## src/rtl/rbs_pkg.sv

```systemverilog
package rbs_pkg;
  localparam int ADDR_W = 16;

  // lowest address the snooper examines
  localparam logic [ADDR_W-1:0] LOW_LIMIT   = 16'hC080;

  // unlock sequence, in order
  localparam int SEQ_LEN = 3;
  localparam logic [ADDR_W-1:0] SEQ_ADDR [SEQ_LEN] = '{16'hCACA, 16'hCACA, 16'hCAFE};

  // bank-load windows (upper 12 bits compared)
  localparam logic [ADDR_W-1:0] SYS_WIN     = 16'hCEF0;
  localparam logic [ADDR_W-1:0] TXT_WIN     = 16'hCFD0;

  // read-back addresses and tags
  localparam logic [ADDR_W-1:0] SYS_RB_ADDR = 16'hD034;
  localparam logic [ADDR_W-1:0] TXT_RB_ADDR = 16'hD02E;
  localparam logic [ADDR_W-1:0] ID0_ADDR    = 16'hDFFE;
  localparam logic [ADDR_W-1:0] ID1_ADDR    = 16'hDFFF;
  localparam logic [7:0] SYS_TAG = 8'hE0;
  localparam logic [7:0] TXT_TAG = 8'hD0;
  localparam logic [7:0] ID0_VAL = 8'h4A;
  localparam logic [7:0] ID1_VAL = 8'hCD;
endpackage

```

## src/rtl/rbs_unlock.sv

```systemverilog
module rbs_unlock
  import rbs_pkg::*;
#(
  parameter int N_STEPS = SEQ_LEN,
  localparam int STEP_W = (N_STEPS > 1) ? $clog2(N_STEPS) : 1,
  localparam int SLOTS  = 1 << STEP_W
) (
  input  logic              clk,
  input  logic              rst,
  input  logic              exam,
  input  logic              setup,
  input  logic [ADDR_W-1:0] addr,
  output logic              unlock_hit
);
  localparam logic [STEP_W-1:0] LAST = STEP_W'(N_STEPS - 1);

  logic [STEP_W-1:0] step;
  logic [SLOTS-1:0]  match;
  logic              cur_match;
  logic              track;

  genvar gi;
  generate
    for (gi = 0; gi < SLOTS; gi++) begin : g_cmp
      if (gi < N_STEPS) begin : g_real
        assign match[gi] = (addr == SEQ_ADDR[gi]);
      end else begin : g_pad
        assign match[gi] = 1'b0;
      end
    end
  endgenerate

  assign cur_match  = match[step];
  assign track      = exam && !setup;
  assign unlock_hit = track && cur_match && (step == LAST);

  always_ff @(posedge clk) begin
    if (rst) begin
      step <= '0;
    end else if (track) begin
      if (!cur_match || step == LAST) step <= '0;
      else                            step <= step + 1'b1;
    end
  end

  AST_STEP_BOUND: assert property (@(posedge clk) disable iff (rst)
    32'(step) < N_STEPS);
  AST_MISS_RESTART: assert property (@(posedge clk) disable iff (rst)
    (track && !cur_match) |=> (step == '0));
  AST_SETUP_FREEZE: assert property (@(posedge clk) disable iff (rst)
    (exam && setup) |=> $stable(step));
  AST_IDLE_STEP: assert property (@(posedge clk) disable iff (rst)
    !exam |=> $stable(step));
endmodule

```

## src/rtl/rbs_bank_regs.sv

```systemverilog
module rbs_bank_regs
  import rbs_pkg::*;
#(
  parameter int BANK_W = 4
) (
  input  logic              clk,
  input  logic              rst,
  input  logic              exam,
  input  logic              setup,
  input  logic              unlock_hit,
  input  logic [ADDR_W-1:0] addr,
  output logic [BANK_W-1:0] sys_bank,
  output logic [BANK_W-1:0] txt_bank
);
  logic sys_win, txt_win;

  assign sys_win = (addr[ADDR_W-1:BANK_W] == SYS_WIN[ADDR_W-1:BANK_W]);
  assign txt_win = (addr[ADDR_W-1:BANK_W] == TXT_WIN[ADDR_W-1:BANK_W]);

  always_ff @(posedge clk) begin
    if (rst) begin
      sys_bank <= '0;
      txt_bank <= '0;
    end else if (unlock_hit) begin
      sys_bank <= '0;
    end else if (exam && setup) begin
      if (sys_win)      sys_bank <= addr[BANK_W-1:0];
      else if (txt_win) txt_bank <= addr[BANK_W-1:0];
    end
  end

  AST_UNLOCK_SETUP: assert property (@(posedge clk) disable iff (rst)
    unlock_hit |=> (sys_bank == '0));
  AST_TXT_LOCKED: assert property (@(posedge clk) disable iff (rst)
    (sys_bank != '0) |=> $stable(txt_bank));
  AST_SYS_LOAD: assert property (@(posedge clk) disable iff (rst)
    (exam && setup && sys_win) |=> (sys_bank == $past(addr[BANK_W-1:0])));
endmodule

```

## src/rtl/rbs_readback.sv

```systemverilog
module rbs_readback
  import rbs_pkg::*;
#(
  parameter int BANK_W = 4,
  parameter int DATA_W = 8
) (
  input  logic              exam,
  input  logic              rd,
  input  logic              setup,
  input  logic [ADDR_W-1:0] addr,
  input  logic [BANK_W-1:0] sys_bank,
  input  logic [BANK_W-1:0] txt_bank,
  output logic              ovr_en,
  output logic [DATA_W-1:0] ovr_data
);
  logic hit;

  always_comb begin
    hit      = 1'b1;
    ovr_data = '0;
    unique case (addr)
      SYS_RB_ADDR: ovr_data = DATA_W'(SYS_TAG) + DATA_W'(sys_bank);
      TXT_RB_ADDR: ovr_data = DATA_W'(TXT_TAG) + DATA_W'(txt_bank);
      ID0_ADDR:    ovr_data = DATA_W'(ID0_VAL);
      ID1_ADDR:    ovr_data = DATA_W'(ID1_VAL);
      default:     hit      = 1'b0;
    endcase
    ovr_en = exam && rd && setup && hit;
  end
endmodule

```

## src/rtl/rom_bank_snoop.sv

```systemverilog
module rom_bank_snoop
  import rbs_pkg::*;
#(
  parameter int BANK_W = 4,
  parameter int DATA_W = 8
) (
  input  logic              clk,
  input  logic              rst,
  input  logic              acc_valid,
  input  logic              acc_rd,
  input  logic [15:0]       acc_addr,
  output logic [BANK_W-1:0] sys_bank,
  output logic [BANK_W-1:0] txt_bank,
  output logic              ovr_en,
  output logic [DATA_W-1:0] ovr_data
);
  logic exam, setup, unlock_hit;

  assign exam  = acc_valid && (acc_addr >= LOW_LIMIT);
  assign setup = (sys_bank == '0);

  rbs_unlock #(.N_STEPS(SEQ_LEN)) u_unlock (
    .clk(clk), .rst(rst), .exam(exam), .setup(setup),
    .addr(acc_addr), .unlock_hit(unlock_hit)
  );

  rbs_bank_regs #(.BANK_W(BANK_W)) u_banks (
    .clk(clk), .rst(rst), .exam(exam), .setup(setup),
    .unlock_hit(unlock_hit), .addr(acc_addr),
    .sys_bank(sys_bank), .txt_bank(txt_bank)
  );

  rbs_readback #(.BANK_W(BANK_W), .DATA_W(DATA_W)) u_rb (
    .exam(exam), .rd(acc_rd), .setup(setup), .addr(acc_addr),
    .sys_bank(sys_bank), .txt_bank(txt_bank),
    .ovr_en(ovr_en), .ovr_data(ovr_data)
  );

  AST_RESET_CLEAR: assert property (@(posedge clk)
    rst |=> (sys_bank == '0 && txt_bank == '0));
  AST_LOW_QUIET: assert property (@(posedge clk) disable iff (rst)
    (acc_addr < LOW_LIMIT) |-> !ovr_en);
  AST_LOW_HOLD: assert property (@(posedge clk) disable iff (rst)
    (acc_valid && acc_addr < LOW_LIMIT) |=> ($stable(sys_bank) && $stable(txt_bank)));
  AST_WR_NO_OVR: assert property (@(posedge clk) disable iff (rst)
    (acc_valid && !acc_rd) |-> !ovr_en);
  AST_IDLE_HOLD: assert property (@(posedge clk) disable iff (rst)
    !acc_valid |=> ($stable(sys_bank) && $stable(txt_bank)));
  AST_ID_BYTES: assert property (@(posedge clk) disable iff (rst)
    (ovr_en && acc_addr == ID0_ADDR) |-> (ovr_data == DATA_W'(ID0_VAL)));
endmodule

```

## config.mk

```make
export PLATFORM = sky130hd
export DESIGN_NAME = rom_bank_snoop
export DESIGN_NICKNAME = d
export VERILOG_FILES = /design/src/rtl/rbs_pkg.sv /design/src/rtl/rbs_unlock.sv /design/src/rtl/rbs_bank_regs.sv /design/src/rtl/rbs_readback.sv /design/src/rtl/rom_bank_snoop.sv
export SDC_FILE = /design/constraint.sdc
export NUM_CORES = 1
export LEC_CHECK = 0
export ABC_CLOCK_PERIOD_IN_PS = 2200
export BUFFER_PORTS_ARGS = -buffer_cell sky130_fd_sc_hd__buf_2
export CORE_MARGIN = 3
export CORE_UTILIZATION = 40
export CTS_BUF_LIST = sky130_fd_sc_hd__clkbuf_4 sky130_fd_sc_hd__clkbuf_8 sky130_fd_sc_hd__clkbuf_16
export DETAILED_ROUTE_END_ITERATION = 12
export PLACE_DENSITY = 0.68
export SKIP_CTS_REPAIR_TIMING = 1
export SLEW_MARGIN = 40
export SYNTH_ARGS = -nofsm -noshare
export SYNTH_HDL_FRONTEND = slang
export SYNTH_SLANG_ARGS = --single-unit
```

## constraint.sdc

```tcl
create_clock -name clk -period 2.2 [get_ports clk]
set_clock_uncertainty 0.1 [all_clocks]
set_input_delay 0.33 -clock clk [delete_from_list [all_inputs] [get_ports clk]]
set_output_delay 0.33 -clock clk [all_outputs]
set_load 0.1 [all_outputs]
```

==> impl_metrics.yaml, run 1 <==
route:
  wl_per_cell_microns: 16.6
  route.vias.total: 1090
  post-route-drc-count: 0
  via_per_inst: 5.92
  totalWireLength_microns: 3050
  drt_iter0_drc: 15
  antenna_left: 0
  first_pass_iters: 4
floorplanning:
  die_area_sq_um: 2500
  die_w_microns: 50.0
  chipHeight_microns: 50.0
  coreArea_sq_um: 1780
  io_pins: 37
  start_util: 0.435
  rows: 15
timing:
  period_minus_slack_ns: 2.27
  fin_hold_ws_ns: 0.287
  max_slew_margin: 0.562
  period_share: 1.03
  report.final.slew_viol_count: 0
  worst_pin_slew_ns: 0.651
  worst_slack_ns: -0.0744
  finalHoldViolCount: 0
  fmax_mhz: 440
  rsz0062_at_grt: "true"
  finalSetupViolations: 2
clock_tree:
  cts_buffers: 3
  clock-sinks: 10
  clkSlewWorstSetupHoldPaths_ns: 0.06
  tritoncts: "yes"
  root_buffer: "clkbuf_4"
  htree_num_levels: 1
  clockBufferDepth: 2
  clock_latency_ns: 0.26
finish:
  stdcell_count: 184
  drive_gt1_frac: 0.566
  antenna_cells: 0
  nets: 181
  area_delta_synth_final_pct: 91.3
global_route:
  grt_overflow_total: 0
  antenna_found_initial: 0
  grt_max_degree: 13
  grt_pass1_vias: 1067
  grt_first_pass_wirelength_microns: 4570
  grt_use_total: 0.233
placed_design:
  pre_cts_ws_ns: -0.0910
  port_buffers: 36
  dpl.hpwl_microns: 2420
  dp.cells: 176
  gp_congestion: 0.839
synthesis:
  syn_nets: 116
  yosysTopAreaCellShare: 0.258
  synth_seq_cells: 10
  synth_mux_area_frac: 0
  netlist_area_sq_um: 776
  synthCells: 95
  synth-simple-area-share: 0.385
  synth_cell_types: 38
  synth-xor-area-share: 0
  synthTopCellsByArea: "dfxtp_1 26%, a221o_1 5.2%, a211oi_1 4.8%, nand3_1 3.9%, nor3_1 3.9%"
  synth_top_family_by_area: "simple AND/OR/NAND/NOR gates"
  postSynthAreaPerCell_sq_um: 8.17
  yosysTopAreaCell: "dfxtp_1"
  seq_area_frac_synth: 0.258
  synth_warnings: 0
  synth_compound_area_frac: 0.311
  synthAdderAreaFrac: 0.0161
power_and_ir_drop:
  peakVddDrop_mv: 0.480
  power_density_nw_per_um2: 289
  p_sw_frac: 0.249
  combPwrFrac: 0.221
  cellLeakagePower_uw: 0.000619
  internal-power_uw: 322
  power_frac_clock: 0.365
  p_sw_uw: 106
  seq_power_share: 0.414
setup_path:
  crit_type: "flip-flop to output pin"
  crit_path_start_kind: "flip-flop"
  critPathLaunch: "u_banks.sys_bank[2]"
  arrival_ns: 1.84
  cp_max_fo: 4
  crit_required_ns: 1.77
  endpoint_kind: "output pin"
  reg2reg_from: "u_banks.sys_bank[2]"
run_status:
  outcome: "finished with violations"
  violations: "negative setup slack"
min_path:
  min_from: "rst"
  hp-class: "primary input to flip-flop"
run:
  drv_cap: 0
-- worst paths after layout --
kind / cells past startpoint / to / slack, ns
worst min register to register: 2 / u_banks.txt_bank[1] / 0.40
worst max-delay path: 5 / ovr_en / -0.07
worst max register to register: 5 / u_banks.txt_bank[1] / 0.21
worst min-delay path: 2 / u_banks.txt_bank[1] / 0.29
-- cell families after synthesis --
| family | count (synthesis) |
|---|---|
| buffers and inverters | 6 |
| AOI/OAI and AO/OA | 32 |
| adders and majority gates | 1 |
| and+or+nand+nor | 46 |
| DFF | 10 |
-- power groups by stage --
stage	combinational (uW)	clock [uW]	sequential (uW)
floorplan	26.0	0	181
global placement	79.3	0	181
detailed placement	82.4	0	181
CTS	82.9	161	177
global route	102	173	177
finish	94.5	157	177
-- layout by cell type, fill, tap and decap left out, types with 3 or more instances in the layout --
cell type,synthesis,layout
a211oi_1,5,5
a21oi_1,5,4
a221o_2,0,3
a31oi_1,4,4
buf_12,0,9
buf_2,0,24
buf_4,0,25
clkbuf_4,0,3
dfxtp_1,10,6
dfxtp_4,0,3
inv_1,5,5
nand3_1,6,6
nand4_1,4,4
nor2_1,4,4
nor3_1,6,3
nor3_4,0,3
nor4_1,3,3
o21ai_0,6,5
or4_4,2,3
-- cell usage after synthesis --
| cell type | instances |
|---|---|
| a221o_1 | 4 |
| or3b_1 | 1 |
| a32o_1 | 2 |
| nand3b_1 | 2 |
| inv_1 | 5 |
| or4_1 | 2 |
| a211oi_1 | 5 |
| nand4_1 | 4 |
| nand4b_1 | 1 |
| nor4_2 | 1 |
| nor4_1 | 3 |
| ha_1 | 1 |
| nor3_1 | 6 |
| a211oi_2 | 1 |
| dfxtp_1 | 10 |
| or3_1 | 1 |
| and4_1 | 1 |
| o21a_1 | 1 |
| nor3_2 | 1 |
| nand2_1 | 3 |
| and4b_1 | 1 |
| nand3_1 | 6 |
| clkbuf_1 | 1 |
| nand2b_1 | 2 |
| nand2_2 | 1 |
| nand4bb_1 | 1 |
| o21bai_1 | 1 |
| and3_1 | 1 |
| or4_4 | 2 |
| or3b_2 | 1 |
| nor2_1 | 4 |
| a21o_1 | 1 |
| a211oi_4 | 1 |
| a211o_1 | 1 |
| or2_2 | 1 |
| a31oi_1 | 4 |
| o21ai_0 | 6 |
| a21oi_1 | 5 |
-- layout make-up --
class                           instances  area, sq um
Clock buffer                            4         36.3
Tap cell                               25         31.3
Inverter                                5         18.8
Timing Repair Buffer                   61          526
Multi-Input combinational cell         79          659
Fill cell                             109          299
Sequential cell                        10          213
-- routing by layer --
metal | vias up | track usage | part of all wire
met3 | 7 | 0.0423 | 0.065
met2 | 54 | 0.465 | 0.55
li1 | 517 | - | -
met5 | - | 0 | 0
met1 | 512 | 0.242 | 0.37
met4 | 0 | 0.0553 | 0.013
-- worst max-delay path: stages (launching register included) --
cell and delay [ns]:
dfxtp_4 0.35, or4_4 0.57, a211oi_4 0.23, nand2_2 0.10, a21oi_4 0.15, buf_12 0.19
-- stage by stage --
| step | utilization | cell area [sq um] | TNS (ns) | power, uW |
|---|---|---|---|---|
| 2_1_floorplan | - | 866 | -4.62 | 207 |
| 3_3_place_gp | 0.766 | 1370 | -0.260 | 261 |
| 3_5_place_dp | 0.766 | 1370 | -0.280 | 264 |
| 4_1_cts | 0.787 | 1400 | -0.416 | 421 |
| 5_1_grt | 0.832 | 1480 | -0.286 | 453 |
| 6_report | 0.832 | 1480 | -0.0973 | 428 |
-- flip-flops by register name (all words and copies together), names as in the netlist --
register and cells:
u_unlock.step 2, u_banks.txt_bank 4, u_banks.sys_bank 4
(Power assumes the default switching activity.)
==> run 2: changes to the inputs <==
--- a/config.mk
+++ b/config.mk
@@ -5,13 +5,14 @@
 export SDC_FILE = /design/constraint.sdc
 export NUM_CORES = 1
 export LEC_CHECK = 0
+export ABC_AREA = 1
 export ABC_CLOCK_PERIOD_IN_PS = 2200
 export BUFFER_PORTS_ARGS = -buffer_cell sky130_fd_sc_hd__buf_2
 export CORE_MARGIN = 3
 export CORE_UTILIZATION = 40
 export CTS_BUF_LIST = sky130_fd_sc_hd__clkbuf_4 sky130_fd_sc_hd__clkbuf_8 sky130_fd_sc_hd__clkbuf_16
 export DETAILED_ROUTE_END_ITERATION = 12
-export PLACE_DENSITY = 0.68
+export PLACE_DENSITY = 0.67
 export SKIP_CTS_REPAIR_TIMING = 1
 export SLEW_MARGIN = 40
 export SYNTH_ARGS = -nofsm -noshare
==> run 2 against run 1 <==
  * The run now ends clean
  * Die area rose by 5.2%
  * Global-route usage fell by 5.3 points
  * First-iteration DRC count rose by 60%
  * Critical path type is now primary input to output pin
==> impl_metrics.yaml, run 2 <==
finish:
  reg.largest.list: "u_banks.sys_bank (4), u_banks.txt_bank (4), u_unlock.step (2)"
  area_delta_synth_final_pct: 54.8
  stdcell_count: 204
  drive_gt1_frac: 0.397
  antenna_cells: 0
  final_common_cell: "buf_2"
  n_fill_cell: 174
  layout_common_cells: "27 x buf_2, 24 x nand2_1, 23 x nor2_1"
  nets: 201
synthesis:
  syn_nets: 161
  postSynthAreaPerCell_sq_um: 5.87
  seq_area_frac_synth: 0.244
  netlist_area_sq_um: 822
  netlist_top_cells_count: "26 x nand2_1, 24 x nor2_1, 21 x inv_1"
  yosysTopAreaCellShare: 0.244
  synth_warnings: 0
  yosysMostFrequentCell: "nand2_1"
  async_flop_share: 0
  synth_ff_type: "dfxtp_1"
  synth_cell_types: 22
  synthTopCellsByArea: "dfxtp_1 24%, nand2_1 12%, nor2_1 11%, inv_1 9.6%, nand3_1 6.1%"
  synth_edf_count: 0
  yosysTopAreaCell: "dfxtp_1"
  synth_seq_cells: 10
  synthCells: 140
timing:
  finalSetupTns_ns: 0
  period_minus_slack_ns: 2.00
  worst_slack_ns: 0.202
  period_share: 0.908
  worst_pin_slew_ns: 0.491
  finalSetupViolations: 0
  finalHoldViolCount: 0
  fmax_mhz: 501
  max_slew_margin: 0.675
  report.final.slew_viol_count: 0
  rsz0062_at_grt: "false"
setup_path:
  crit_type: "primary input to output pin"
  crit_required_ns: 1.77
  rrSetupSlack_ns: 0.72
  critPathLaunch: "acc_addr[12]"
  reg2reg_from: "u_banks.sys_bank[1]"
  crit_path_start_kind: "primary input"
  cp_max_fo: 5
  endpoint_kind: "output pin"
  arrival_ns: 1.57
global_route:
  antenna_found_initial: 0
  grt_use_total: 0.180
  grt_overflow_total: 0
  grt_first_pass_wirelength_microns: 3750
  grt_pass1_vias: 958
  grt_max_degree: 8
run_status:
  outcome: "finished, final reports clean"
power_and_ir_drop:
  cellLeakagePower_uw: 0.000585
  power_density_nw_per_um2: 325
  peakVddDrop_mv: 0.457
  power_uw: 413
clock_tree:
  cts_buffers: 3
  clock-sinks: 10
  htree_num_levels: 1
  tritoncts: "yes"
  clockBufferDepth: 2
  root_buffer: "clkbuf_4"
  clkSlewWorstSetupHoldPaths_ns: 0.07
  clock_latency_ns: 0.26
route:
  totalWireLength_microns: 2250
  antenna_left: 0
  route.vias.total: 994
  drt_iter0_drc: 24
  post-route-drc-count: 0
  wl_per_cell_microns: 11.0
  via_per_inst: 4.87
  first_pass_iters: 4
floorplanning:
  die_area_sq_um: 2640
  start_util: 0.447
  chipHeight_microns: 51.3
  io_pins: 37
  coreArea_sq_um: 1840
  rows: 15
  die_w_microns: 51.3
placed_design:
  port_buffers: 36
  pre_cts_ws_ns: 0.208
  dp.cells: 200
  gp_congestion: 0.806
  dpl.hpwl_microns: 1970
run:
  drv_cap: 0
min_path:
  hp-class: "primary input to flip-flop"
  min_from: "rst"
## run 2: cell count changes after synthesis, moves of 3 or more
cell / before / now
a211oi_1: 5 / 0
inv_1: 5 / 21
a221o_1: 4 / 0
nand2_1: 3 / 26
a31oi_1: 4 / 0
inv_2: 0 / 7
nor2_2: 0 / 3
nand3_1: 6 / 10
nand2_2: 1 / 5
nor2_1: 4 / 24
nor3_1: 6 / 3
## run 2: cell families after synthesis
logic type / share of synthesized area
and+or+nand+nor: 0.513
buffers and inverters: 0.137
AOI/OAI and AO/OA: 0.0913
DFF: 0.244
adders and majority gates: 0.0152
## run 2: cell type report
cell class	instances	area, sq um	area share
Multi-Input combinational cell	101	562	0.441
Timing Repair Buffer	36	315	0.248
Sequential cell	10	205	0.161
Inverter	28	123	0.0964
Clock buffer	4	36.3	0.0285
Tap cell	25	31.3	0.0246
## run 2: metrics by stage
step	util	hold WS, ns	area, sq um
finish	0.692	0.123	1270
CTS	0.692	0.124	1270
floorplan	-	0.299	897
detailed placement	0.672	0.388	1240
global route	0.692	0.133	1270
global placement	0.672	0.375	1240
## run 2: power breakdown
part	internal (uW)	switching, uW	total [uW]
Clock	100	62.5	163
Combinational	25.6	44.8	70.4
Sequential	180	0.00525	180
## run 2: critical path, cell delays in order
cell      delay [ns]
buf_2           0.16
inv_12          0.04
nor3_4          0.18
and2_4          0.18
and2_1          0.24
nand2_1         0.08
o211ai_1        0.15
buf_12          0.22
## run 2: metal layers
| metal | share of wire | vias to the layer above | global-route usage |
|---|---|---|---|
| met5 | 0 | - | 0 |
| met4 | 0.0040 | 0 | 0.0480 |
| met3 | 0.052 | 2 | 0.0525 |
| met2 | 0.52 | 29 | 0.337 |
| met1 | 0.43 | 444 | 0.194 |
| li1 | - | 519 | - |
## run 2: final timing paths
kind,end,depth (start not counted)
max,ovr_data[3],8
min,u_unlock.step[1],2
max reg2reg,u_banks.sys_bank[1],7
min reg2reg,u_banks.sys_bank[2],2
==> run 3: changes to the inputs <==
--- a/config.mk
+++ b/config.mk
@@ -13,6 +13,8 @@
 export CTS_BUF_LIST = sky130_fd_sc_hd__clkbuf_4 sky130_fd_sc_hd__clkbuf_8 sky130_fd_sc_hd__clkbuf_16
 export DETAILED_ROUTE_END_ITERATION = 12
 export PLACE_DENSITY = 0.67
+export RECOVER_POWER = 50
+export SETUP_SLACK_MARGIN = 0.5
 export SKIP_CTS_REPAIR_TIMING = 1
 export SLEW_MARGIN = 40
 export SYNTH_ARGS = -nofsm -noshare
==> run 3 against run 2 <==
  * Clock-buffer cell count unchanged
  * Critical endpoint is now ovr_en
  * Flip-flop and latch count unchanged
  * Worst hold slack got worse by 0.0026 ns
  * Critical path depth increased by 2
  * Die area unchanged
  * Global-route usage increased by 1.0 points
  * Register-to-register slack got worse by 0.05 ns
  * Sequential share of layout area decreased by 2.2 points
  * Non-clock buffer count increased by 7
  * Worst setup slack got worse by 0.061 ns
==> impl_metrics.yaml, run 3 (synthesis results as in run 2) <==
clock_tree:
  clock_latency_ns: 0.27
  clkSlewWorstSetupHoldPaths_ns: 0.07
  tritoncts: "yes"
  clock-sinks: 10
  root_buffer: "clkbuf_4"
  cts_buffers: 3
  clockBufferDepth: 2
  htree_num_levels: 1
floorplanning:
  chipHeight_microns: 51.3
  rows: 15
  die_area_sq_um: 2640
  start_util: 0.447
  die_w_microns: 51.3
  io_pins: 37
  coreArea_sq_um: 1840
setup_path:
  crit_required_ns: 1.77
  rrSetupSlack_ns: 0.67
  ff2ff_path_depth: 8
  cp_max_fo: 3
  crit_path_start_kind: "primary input"
  endpoint_kind: "output pin"
  timing.rr.end: "u_banks.txt_bank[2]"
  reg2reg_from: "u_banks.sys_bank[2]"
  crit_type: "primary input to output pin"
  arrival_ns: 1.63
min_path:
  hold_path_end: "u_unlock.step[1]"
  hp-class: "primary input to flip-flop"
  min_from: "rst"
  min_path_cells: 2
timing:
  finalSetupTns_ns: 0
  worst_slack_ns: 0.141
  fin_hold_ws_ns: 0.121
  rsz0062_at_grt: "true"
  finalHoldViolCount: 0
  max_slew_margin: 0.226
  period_share: 0.936
  finalSetupViolations: 0
  fmax_mhz: 486
  report.final.slew_viol_count: 0
  worst_pin_slew_ns: 1.17
  period_minus_slack_ns: 2.06
power_and_ir_drop:
  p_sw_uw: 130
  cellLeakagePower_uw: 0.000676
  peakVddDrop_mv: 0.365
  p_sw_frac: 0.289
  combPwrFrac: 0.216
  seq_power_share: 0.402
  power_frac_clock: 0.382
  power_density_nw_per_um2: 307
  internal-power_uw: 320
finish:
  seqCellArea_sq_um: 204
  area_delta_synth_final_pct: 78.1
  drive_gt1_frac: 0.468
  post-route-util: 0.796
  nets: 208
  stdcell_count: 211
  final_common_cell: "nor2_1"
  reg.largest.list: "u_banks.sys_bank (4), u_banks.txt_bank (4), u_unlock.step (2)"
  n_fill_cell: 146
  layout_common_cells: "21 x nor2_1, 20 x nand2_1, 17 x inv_1"
  multi_input_area_sq_um: 656
  antenna_cells: 0
global_route:
  grt_overflow_total: 0
  antenna_found_initial: 0
  grt_first_pass_wirelength_microns: 3900
  grt_use_total: 0.190
  grt_pass1_vias: 902
  grt_max_degree: 8
route:
  drt_iter0_drc: 22
  first_pass_iters: 4
  antenna_left: 0
  wl_per_cell_microns: 13.3
  post-route-drc-count: 0
  via_per_inst: 5.13
  totalWireLength_microns: 2800
  route.vias.total: 1083
placed_design:
  dp.cells: 200
  gp_congestion: 0.818
  port_buffers: 36
  pre_cts_ws_ns: 0.170
  dpl.hpwl_microns: 2000
run:
  drv_cap: 0
run_status:
  outcome: "finished, final reports clean"
run 3: power by group through the flow:
stage / clock [uW] / sequential, uW / combinational, uW
final: 172 / 181 / 97.0
after global routing: 187 / 181 / 103
after CTS: 171 / 179 / 70.2
after detailed placement: 0 / 184 / 69.1
after global placement: 0 / 184 / 67.7
after floorplan: 0 / 184 / 34.5
run 3: cell type report:
cell class / instances / share of cell area
inverter: 28 / 0.0855
tap: 25 / 0.0214
sequential: 10 / 0.139
multi-input combinational: 101 / 0.448
clock buffer: 4 / 0.0248
timing repair buffer: 43 / 0.281
run 3: stage by stage:
step | power [uW] | cell area (sq um)
after global placement | 251 | 1240
after global routing | 470 | 1460
final | 450 | 1460
after detailed placement | 253 | 1240
after floorplan | 218 | 902
after CTS | 421 | 1280
run 3: how the worst max path moves through the flow:
stage                        start          end  slack [ns]  depth (start not counted)
3_5_place_dp          acc_addr[12]  ovr_data[2]        0.17                          8
2_1_floorplan  u_banks.sys_bank[3]  ovr_data[3]       -0.48                          2
5_1_grt               acc_addr[11]       ovr_en         0.1                         10
6_report              acc_addr[11]       ovr_en        0.14                         10
4_1_cts               acc_addr[12]  ovr_data[2]        0.17                          8
3_3_place_gp          acc_addr[12]  ovr_data[2]        0.22                          8
run 3: metal layers:
metal | vias to the layer above | part of all wire | global-route usage
li1 | 537 | - | -
met2 | 58 | 0.54 | 0.358
met5 | - | 0 | 0
met4 | 0 | 0.022 | 0.0349
met3 | 6 | 0.073 | 0.0496
met1 | 482 | 0.36 | 0.213
run 3: worst max-delay path: stages:
cell and delay, ns:
buf_2 0.12, nand2_1 0.14, nor3_4 0.17, nand2_2 0.12, nor3_4 0.27, nor2_4 0.06
nand2_4 0.08, nand2_4 0.05, nor2_4 0.09, buf_12 0.18
